File: src/rtl/mhq_pkg.sv
// Package for the min-heap replacement queue.
// Holds the operation kind and a helper that gives the tree level of a node index.
package mhq_pkg;

    // Kind of replace, decided by the target node.
    typedef enum logic {
        OP_SINK = 1'b0,
        OP_RISE = 1'b1
    } mhq_op_e;

    // Tree level of node n (root = level 0); n must be >= 1.
    function automatic int level_of(input int n);
        int lv;
        lv = 0;
        for (int b = 1; b < 32; b++) begin
            if ((n >> b) != 0) lv = b;
        end
        return lv;
    endfunction

endpackage

File: src/rtl/mhq_sift_unit.sv
// One sink step: the carried entry meets the two children of its node.
// The smaller child is chosen, left on a tie. A swap happens only when that child is strictly smaller.
// Assumes both children exist, so the caller places it only on levels above the leaves.
module mhq_sift_unit #(
    parameter int PW = 8,
    parameter int SW = 4,
    parameter int NW = 4
) (
    input  logic [NW-1:0] node,
    input  logic [PW-1:0] carry_prio,
    input  logic [SW-1:0] carry_ptr,
    input  logic [PW-1:0] left_prio,
    input  logic [SW-1:0] left_ptr,
    input  logic [PW-1:0] right_prio,
    input  logic [SW-1:0] right_ptr,
    output logic          go_down,
    output logic [NW-1:0] next_node,
    output logic [PW-1:0] wr_prio,
    output logic [SW-1:0] wr_ptr
);
    logic          pick_right;
    logic [PW-1:0] kid_prio;
    logic [SW-1:0] kid_ptr;

    // Choose the smaller child and decide whether the carried entry moves down.
    always_comb begin
        pick_right = right_prio < left_prio;
        kid_prio   = pick_right ? right_prio : left_prio;
        kid_ptr    = pick_right ? right_ptr  : left_ptr;
        go_down    = kid_prio < carry_prio;
        wr_prio    = go_down ? kid_prio : carry_prio;
        wr_ptr     = go_down ? kid_ptr  : carry_ptr;
        next_node  = {node[NW-2:0], pick_right};
    end
endmodule

File: src/rtl/mhq_path_mask.sv
// Marks every node on the path from the root down to a target node, the target included.
// Assumes 1 <= target <= K.
module mhq_path_mask #(
    parameter int K  = 15,
    parameter int NW = 4
) (
    input  logic [NW-1:0] target,
    output logic [K:1]    on_path
);
    int tgt_lv;

    // Level of the target from its highest set bit.
    always_comb begin
        tgt_lv = 0;
        for (int b = 0; b < NW; b++) begin
            if (target[b]) tgt_lv = b;
        end
    end

    for (genvar n = 1; n <= K; n++) begin : g_node
        localparam int NLV = mhq_pkg::level_of(n);
        // A node lies on the path if the target shifted up to the node's level equals it.
        always_comb begin
            on_path[n] = (tgt_lv >= NLV) && ((target >> (tgt_lv - NLV)) == NW'(n));
        end
    end
endmodule

File: src/rtl/mhq_heap.sv
// Pipelined min-heap of (priority, slot) pairs with a slot-to-node map.
// A root replace sinks one level per stage, and root replaces may start every second cycle.
// A removal (any other node) writes priority zero and lifts the root-to-node path in one cycle.
// It is accepted only when no sink is in flight.
// Assumes K = 2^D - 1 with D >= 2, and slot indices in the heap kept distinct by the caller.
module mhq_heap #(
    parameter int K  = 15,
    parameter int PW = 8,
    localparam int D  = $clog2(K + 1),
    localparam int NW = D,
    localparam int SW = (K > 1) ? $clog2(K) : 1
) (
    input  logic          clk,
    input  logic          rst_n,
    input  logic          req_valid,
    output logic          req_ready,
    input  logic [NW-1:0] req_node,
    input  logic [PW-1:0] req_prio,
    input  logic [SW-1:0] req_ptr,
    output logic [PW-1:0] min_prio,
    output logic [SW-1:0] min_ptr,
    input  logic [PW-1:0] cmp_freq,
    output logic          cmp_ge,
    input  logic [SW-1:0] map_ptr,
    output logic [NW-1:0] map_node
);
    import mhq_pkg::*;

    logic [PW-1:0] hp_prio [1:K];
    logic [SW-1:0] hp_ptr  [1:K];
    logic [NW-1:0] loc     [0:K-1];

    logic [D-1:0]  st_vld;
    logic [NW-1:0] st_node [D];
    logic [PW-1:0] st_prio [D];
    logic [SW-1:0] st_ptr  [D];

    logic          st_go    [D];
    logic [NW-1:0] st_next  [D];
    logic [PW-1:0] st_wprio [D];
    logic [SW-1:0] st_wptr  [D];

    logic [K:1]    up_mask;
    mhq_op_e       req_op;
    logic          acc_sink;
    logic          acc_rise;

    // Decode the request kind and the handshake.
    always_comb begin
        req_op    = (req_node == NW'(1)) ? OP_SINK : OP_RISE;
        req_ready = !st_vld[0] && ((req_op == OP_SINK) || (st_vld == '0));
        acc_sink  = req_valid && req_ready && (req_op == OP_SINK);
        acc_rise  = req_valid && req_ready && (req_op == OP_RISE);
    end

    // Root view, comparison and slot lookup.
    always_comb begin
        min_prio = hp_prio[1];
        min_ptr  = hp_ptr[1];
        cmp_ge   = cmp_freq >= hp_prio[1];
        map_node = loc[map_ptr];
    end

    mhq_path_mask #(.K(K), .NW(NW)) u_path (
        .target  (req_node),
        .on_path (up_mask)
    );

    for (genvar L = 0; L < D; L++) begin : g_lvl
        if (L < D - 1) begin : g_inner
            logic [NW-1:0] cl;
            logic [NW-1:0] cr;
            // Child indices of the node this stage holds.
            always_comb begin
                cl = {st_node[L][NW-2:0], 1'b0};
                cr = {st_node[L][NW-2:0], 1'b1};
            end
            mhq_sift_unit #(.PW(PW), .SW(SW), .NW(NW)) u_sift (
                .node       (st_node[L]),
                .carry_prio (st_prio[L]),
                .carry_ptr  (st_ptr[L]),
                .left_prio  (hp_prio[cl]),
                .left_ptr   (hp_ptr[cl]),
                .right_prio (hp_prio[cr]),
                .right_ptr  (hp_ptr[cr]),
                .go_down    (st_go[L]),
                .next_node  (st_next[L]),
                .wr_prio    (st_wprio[L]),
                .wr_ptr     (st_wptr[L])
            );
        end else begin : g_leaf
            // Leaf level: the carried entry settles here.
            always_comb begin
                st_go[L]    = 1'b0;
                st_next[L]  = st_node[L];
                st_wprio[L] = st_prio[L];
                st_wptr[L]  = st_ptr[L];
            end
        end
    end

    // Stage registers: a root request enters stage 0, and a moving entry advances one level.
    always_ff @(posedge clk) begin
        if (!rst_n) begin
            for (int L = 0; L < D; L++) begin
                st_vld[L]  <= 1'b0;
                st_node[L] <= NW'(1);
                st_prio[L] <= '0;
                st_ptr[L]  <= '0;
            end
        end else begin
            st_vld[0]  <= acc_sink;
            st_node[0] <= NW'(1);
            st_prio[0] <= req_prio;
            st_ptr[0]  <= req_ptr;
            for (int L = 1; L < D; L++) begin
                st_vld[L]  <= st_vld[L-1] && st_go[L-1];
                st_node[L] <= st_next[L-1];
                st_prio[L] <= st_prio[L-1];
                st_ptr[L]  <= st_ptr[L-1];
            end
        end
    end

    // Heap storage and slot map: stage write-backs, or a one-cycle path lift for removal.
    always_ff @(posedge clk) begin
        if (!rst_n) begin
            for (int n = 1; n <= K; n++) begin
                hp_prio[n] <= '0;
                hp_ptr[n]  <= SW'(n - 1);
            end
            for (int p = 0; p < K; p++) begin
                loc[p] <= NW'(p + 1);
            end
        end else if (acc_rise) begin
            for (int n = 2; n <= K; n++) begin
                if (up_mask[n]) begin
                    hp_prio[n]          <= hp_prio[n/2];
                    hp_ptr[n]           <= hp_ptr[n/2];
                    loc[hp_ptr[n/2]]    <= NW'(n);
                end
            end
            hp_prio[1]   <= '0;
            hp_ptr[1]    <= req_ptr;
            loc[req_ptr] <= NW'(1);
        end else begin
            for (int L = 0; L < D; L++) begin
                if (st_vld[L]) begin
                    hp_prio[st_node[L]] <= st_wprio[L];
                    hp_ptr[st_node[L]]  <= st_wptr[L];
                    loc[st_wptr[L]]     <= st_node[L];
                end
            end
        end
    end
endmodule

File: config.mk
export PLATFORM = sky130hd
export DESIGN_NAME = mhq_heap
export DESIGN_NICKNAME = d
export VERILOG_FILES = /design/src/rtl/mhq_pkg.sv /design/src/rtl/mhq_sift_unit.sv /design/src/rtl/mhq_path_mask.sv /design/src/rtl/mhq_heap.sv
export SDC_FILE = /design/constraint.sdc
export NUM_CORES = 1
export LEC_CHECK = 0
export ABC_AREA = 1
export BUFFER_PORTS_ARGS = -buffer_cell sky130_fd_sc_hd__buf_2
export CELL_PAD_IN_SITES_DETAIL_PLACEMENT = 0
export CELL_PAD_IN_SITES_GLOBAL_PLACEMENT = 1
export CORE_UTILIZATION = 35
export CTS_BUF_LIST = sky130_fd_sc_hd__clkbuf_16
export DETAILED_ROUTE_END_ITERATION = 8
export MAX_ROUTING_LAYER = met4
export PLACE_DENSITY = 0.73
export SETUP_SLACK_MARGIN = 0.5
export SLEW_MARGIN = 20
export SYNTH_ARGS = -nofsm -noshare
export SYNTH_HDL_FRONTEND = slang
export SYNTH_SLANG_ARGS = --single-unit
File: constraint.sdc
create_clock -name clk -period 6.86 [get_ports clk]
set_input_delay 1.372 -clock clk [delete_from_list [all_inputs] [get_ports clk]]
set_output_delay 1.372 -clock clk [all_outputs]
set_load 0.01 [all_outputs]
==> results of run 1 <==
[layer usage]
| layer | routed length [um] | track usage | vias up | part of all wire |
|---|---|---|---|---|
| met1 | 44700 | 0.469 | 10800 | 0.47 |
| met4 | 1680 | 0.0638 | 0 | 0.017 |
| met3 | 11000 | 0.0531 | 137 | 0.11 |
| met5 | 0 | - | - | 0 |
| li1 | - | - | 10000 | - |
| met2 | 38500 | 0.415 | 1353 | 0.40 |
[cells in the final DEF (no fill, tap or decap), drive strengths merged, types with 57 or more instances in the layout]
cell / count
a21oi: 57
buf: 100
dfxtp: 61
edfxtp: 256
inv: 391
nand2: 835
nand3: 221
nor2: 210
o21ai: 201
o22ai: 167
[power by group]
part | internal, mW | switching (mW)
clock | 1.18 | 0.916
sequential | 2.17 | 0.0814
combinational | 0.502 | 1.41
[area by class of cell]
cell class,count,area share
Timing Repair Buffer,100,0.0280
Clock buffer,40,0.0416
Inverter,389,0.0616
Clock inverter,33,0.0113
Multi-Input combinational cell,2058,0.446
Antenna cell,1,0.000104
Timing Repair inverter,1,0.000208
Sequential cell,317,0.370
Tap cell,782,0.0407
[logic make-up after synthesis]
kind of cell,synth area share
compound gates,0.196
simple gates,0.258
mux,0.00739
buf+inv,0.0972
flops,0.411
fa+ha+maj,0.0300
[worst reg2reg max path, delay by kind of cell, from the launching register on]
family / cells / cell delay (ps)
flops: 1 / 430
fa+ha+maj: 2 / 650
simple gates: 16 / 2160
buf+inv: 4 / 750
compound gates: 6 / 1630
[state kept, by name, summed over array words and instances, names as in the netlist]
register	flops
hp_ptr	64
st_vld	4
loc	64
st_node	9
hp_prio	128
st_ptr	16
st_prio	32
[worst min-delay path by stage]
| stage | from | endpoint | slack (ps) | depth (start not counted) |
|---|---|---|---|---|
| floorplan | st_prio[0][11]$_SDFF_PN0_ | st_prio[0][19]$_SDFF_PN0_ | 410 | 2 |
| global placement | st_prio[0][14]$_SDFF_PN0_ | st_prio[0][22]$_SDFF_PN0_ | 410 | 2 |
| detailed placement | st_prio[0][12]$_SDFF_PN0_ | st_prio[0][20]$_SDFF_PN0_ | 420 | 2 |
| CTS | st_ptr[0][6]$_SDFF_PN0_ | st_ptr[0][10]$_SDFF_PN0_ | 430 | 2 |
| global route | st_prio[0][1]$_SDFF_PN0_ | st_prio[0][9]$_SDFF_PN0_ | 450 | 2 |
| finish | st_ptr[0][6]$_SDFF_PN0_ | st_ptr[0][10]$_SDFF_PN0_ | 420 | 2 |
[metrics by stage]
stage / instance area (um^2) / power (mW) / TNS [ps] / hold WS, ps
5_1_grt: 24100 / 6.47 / 0 / 447
3_3_place_gp: 22600 / 4.09 / -46380 / 415
2_1_floorplan: 21700 / 3.37 / 0 / 407
6_report: 24100 / 6.27 / 0 / 423
4_1_cts: 23900 / 6.17 / 0 / 427
3_5_place_dp: 22600 / 4.09 / -38770 / 423
[timing repair]
item	CTS	global route
endpoints found under the setup margin	164	132
resized for setup	7	22
hold buffers	0	0
endpoints found under the hold margin	0	0
gates cloned	0	1
pin swaps	0	0
buffers inserted	0	5
==> results.py, run 1 <==
metrics = {
    "run_status": {
        "outcome": "complete, no violations",
    },
    "critical_path": {
        "max_stage_delay_ps": 430,
        "cp_common_cell": "nand2_1",
        "worst_ep_arrival_time_ps": 6240,
        "start_kind": "flop",
        "cp_slowest_cell": "dfxtp_2",
        "cp_num_cells": 28,
        "crit_path_end_kind": "flop",
        "cp_max_fo": 18,
        "reg2reg_to": "loc[2][0]$_DFFE_PP_",
        "reg2reg_depth": 28,
        "crit_family": "simple AND/OR/NAND/NOR gates",
        "r2r_start": "st_node[1][1]$_SDFF_PN0_",
        "r2r_slack_ps": 950,
        "startpoint": "st_node[1][1]$_SDFF_PN0_",
        "cp-endpoint": "loc[2][0]$_DFFE_PP_",
        "crit_buf_inv": 4,
        "critPathKind": "reg -> reg",
        "crit_required_ps": 7200,
    },
    "place": {
        "place.gp.congestion": 1.00,
        "dp_slack_ps": -499,
        "port_buffers": 48,
        "hpwl_um": 73900,
        "placed_cells": 3640,
    },
    "yosys": {
        "synth_cells": 2913,
        "yosysMostFrequentCell": "nand2_1",
        "ys_warn_count": 0,
        "synth_async_sr_flop_share": 0,
        "synth_largest_area_cell": "edfxtp_1",
        "netlist_top_cells_count": "nand2_1, inv_1, edfxtp_1",
        "mappedNetlistArea_um2": 21700,
        "synth_fp_nets": 2996,
        "synth_area_leaders": "edfxtp_1, nand2_1, inv_1",
        "avgSynthCellArea_um2": 7.44,
        "synth-edff-count": 256,
        "synth_top_area_frac": 0.355,
        "yosys.cell_types.count": 55,
        "seq_area_frac_synth": 0.411,
        "ys_ff_latch": 317,
        "ys.flop_type": "edfxtp_1",
    },
    "sta": {
        "fin_crit_sh": 0.861,
        "fin_crit_ps": 5910,
        "grt_setup_unrepaired": "false",
        "maxSlewHeadroom": 0.225,
        "finalMaxSlewViolations": 0,
        "setup_viol": 0,
        "fmax_mhz": 169,
        "worst_slew_pin_slew_ps": 1160,
        "clock_skew_ps": 37.2,
        "hold_violations": 0,
        "fin_ws_ps": 953,
    },
    "global_route": {
        "grt_usage": 0.307,
        "grt_max_degree": 42,
        "grt_pass1_wl_um": 138000,
        "first_global_vias": 20100,
        "globalRouteOverflowTotal": 0,
        "antenna_found_initial": 1,
    },
    "floorplanning": {
        "die_w_um": 251,
        "dieArea_um2": 62900,
        "dieHeight_um": 251,
        "start_util": 0.356,
        "placement_rows": 90,
        "pin_count": 49,
        "core_um2": 60800,
    },
    "cts": {
        "cts_max_level": 2,
        "clockBufferDepth": 3,
        "clk_latency_ps": 610,
        "cts_tree": "yes",
        "cts_made_buffers": 40,
        "cts.clk_slew.worst_paths_ps": 60,
        "cts_root_buffer": "clkbuf_16",
        "cts_sinks": 317,
    },
    "layout": {
        "utilization": 0.396,
        "multi_input_area_um2": 10700,
        "syn_to_final_growth_pct": 11.1,
        "regArea_um2": 8910,
        "layout.cells.non_filler": 3721,
        "drive_above_1_share": 0.0902,
        "nFillCells": 6312,
        "final_nets": 2990,
    },
    "route": {
        "first_pass_iters": 6,
        "wl_per_cell_um": 25.7,
        "viasPerCell": 5.99,
        "drc_errors": 0,
        "drt_iter0_drc": 3601,
        "num_vias": 22300,
        "totalWireLength_um": 95800,
        "final_antenna_net_count": 0,
    },
    "run": {
        "cap_violations": 0,
    },
    "worst_hold_path": {
        "min_path_type": "reg -> reg",
    },
    "pwr": {
        "peakVddDrop_mv": 0.178,
        "power_density_nw_per_um2": 260,
        "cellLeakagePower_nw": 10.0,
    },
}
No activity file was read; power rests on OpenSTA's default activity.
==> run 2: changes to the inputs <==
Settings changed: REMOVE_ABC_BUFFERS set to 1.
==> run 2 against run 1 <==
  * Global-route usage is 1.8 points higher
  * Fmax is 0.49% higher
  * Largest power group unchanged
  * Sequential cell count stayed put
  * First-iteration DRC count is 7.3% lower
  * Clock skew is 11 ps higher
  * Power is 1.8% higher
  * Final cell count is 0.99% higher
  * Register-to-register slack better by 30 ps
  * Worst setup slack better by 29 ps
  * Critical path type unchanged
==> results.py, run 2 (same netlist as run 1, synthesis figures left out) <==
metrics = {
    "place": {
        "place.gp.congestion": 1.09,
        "hpwl_um": 76700,
        "port_buffers": 48,
    },
    "sta": {
        "hold_violations": 0,
        "fin_crit_ps": 5880,
        "setup_viol": 0,
        "maxSlewHeadroom": 0.232,
        "clock_skew_ps": 47.8,
        "finalMaxSlewViolations": 0,
        "hold_slack_ps": 430,
        "worst_slew_pin_slew_ps": 1150,
        "grt_setup_unrepaired": "false",
        "fin_crit_sh": 0.857,
        "tns_ps": 0,
        "fmax_mhz": 170,
    },
    "layout": {
        "largest_reg_flops": 128,
        "reg_top3": "hp_prio: 128 flops, hp_ptr: 64 flops, loc: 64 flops",
        "final_common_cell": "nand2_1",
        "nFillCells": 6354,
        "layout_common_cells": "nand2_1, inv_1, edfxtp_1",
        "final_nets": 3029,
        "syn_to_final_growth_pct": 12.0,
        "top_register": "hp_prio",
        "drive_above_1_share": 0.0992,
    },
    "floorplanning": {
        "dieArea_um2": 62900,
        "dieHeight_um": 251,
        "start_util": 0.356,
        "pin_count": 49,
        "placement_rows": 90,
        "die_w_um": 251,
        "core_um2": 60800,
    },
    "global_route": {
        "grt_max_degree": 55,
        "first_global_vias": 20700,
        "grt_usage": 0.325,
        "antenna_found_initial": 1,
        "grt_pass1_wl_um": 145000,
        "globalRouteOverflowTotal": 0,
    },
    "critical_path": {
        "crit_required_ps": 7200,
        "start_kind": "flop",
        "cp_max_fo": 14,
        "crit_path_end_kind": "flop",
        "cp_slowest_cell": "dfxtp_1",
        "crit_buf_inv": 5,
        "critPathKind": "reg -> reg",
        "cp_common_cell": "nand2_1",
        "worst_ep_arrival_time_ps": 6220,
        "r2r_slack_ps": 980,
        "crit_family": "simple AND/OR/NAND/NOR gates",
        "max_stage_delay_ps": 490,
    },
    "cts": {
        "cts_max_level": 2,
        "cts.clk_slew.worst_paths_ps": 60,
        "postCtsHoldBufs": 0,
        "cts_root_buffer": "clkbuf_16",
        "cts_sinks": 317,
        "clockBufferDepth": 3,
        "cts_made_buffers": 39,
        "clk_latency_ps": 620,
        "cts_tree": "yes",
    },
    "pwr": {
        "peakVddDrop_mv": 0.198,
        "power_density_nw_per_um2": 263,
        "cellLeakagePower_nw": 10.2,
    },
    "route": {
        "num_vias": 22600,
        "drt_iter0_drc": 3338,
        "totalWireLength_um": 101000,
        "viasPerCell": 6.01,
        "first_pass_iters": 6,
        "final_antenna_net_count": 0,
        "drc_errors": 0,
        "wl_per_cell_um": 26.8,
    },
    "worst_hold_path": {
        "min_path_type": "reg -> reg",
    },
    "run": {
        "cap_violations": 0,
    },
    "run_status": {
        "outcome": "complete, no violations",
    },
}
## run 2: report_power, final
part / internal (mW) / switching [mW] / total [mW]
combinational: 0.546 / 1.46 / 2.01
sequential: 2.17 / 0.0791 / 2.25
clock: 1.20 / 0.923 / 2.12
## run 2: stage by stage
stage | cell area, um^2 | total power [mW] | setup WS (ps) | std cells | utilization
2_1_floorplan | 21000 | 3.31 | 100 | 2764 | -
6_report | 24300 | 6.38 | 982 | 3758 | 0.399
3_5_place_dp | 23000 | 4.21 | 739 | 3687 | 0.378
5_1_grt | 24300 | 6.59 | 538 | 3758 | 0.399
3_3_place_gp | 23000 | 4.21 | 801 | 3687 | 0.378
4_1_cts | 24200 | 6.31 | 660 | 3757 | 0.399
## run 2: tightest hold or removal path: cells and delay by family, from the launching register on
| kind | cells | cell delay (ps) |
|---|---|---|
| flops | 1 | 310 |
| buf+inv | 1 | 30 |
| simple gates | 1 | 60 |
## run 2: layout make-up
type,count,area (um^2),area share
clock inverters,31,284,0.0117
well taps,782,978,0.0403
inverters,389,1460,0.0603
flip-flops and latches,317,8910,0.367
diodes,1,2.50,0.000103
repair buffers,141,966,0.0398
multi-input cells,2058,10700,0.440
clock buffers,39,976,0.0402
## run 2: metal layers
layer | routed length [um] | GRT usage | share of wire
met5 | 0 | - | 0
met4 | 3630 | 0.112 | 0.036
met3 | 10700 | 0.0568 | 0.11
met2 | 43400 | 0.475 | 0.43
met1 | 43000 | 0.450 | 0.43
## run 2: timing repair
item / in CTS / in global routing
setup buffers: 0 / 0
resized for setup: 0 / 8
endpoints found under the setup margin: 0 / 129
## run 2: worst paths after layout
kind,from,end,cells after the start
min,st_ptr[0][7]$_SDFF_PN0_,st_ptr[0][11]$_SDFF_PN0_,2
min reg2reg,st_ptr[0][7]$_SDFF_PN0_,st_ptr[0][11]$_SDFF_PN0_,2
max,st_node[1][1]$_SDFF_PN0_,loc[4][1]$_DFFE_PP_,31
max reg2reg,st_node[1][1]$_SDFF_PN0_,loc[4][1]$_DFFE_PP_,31
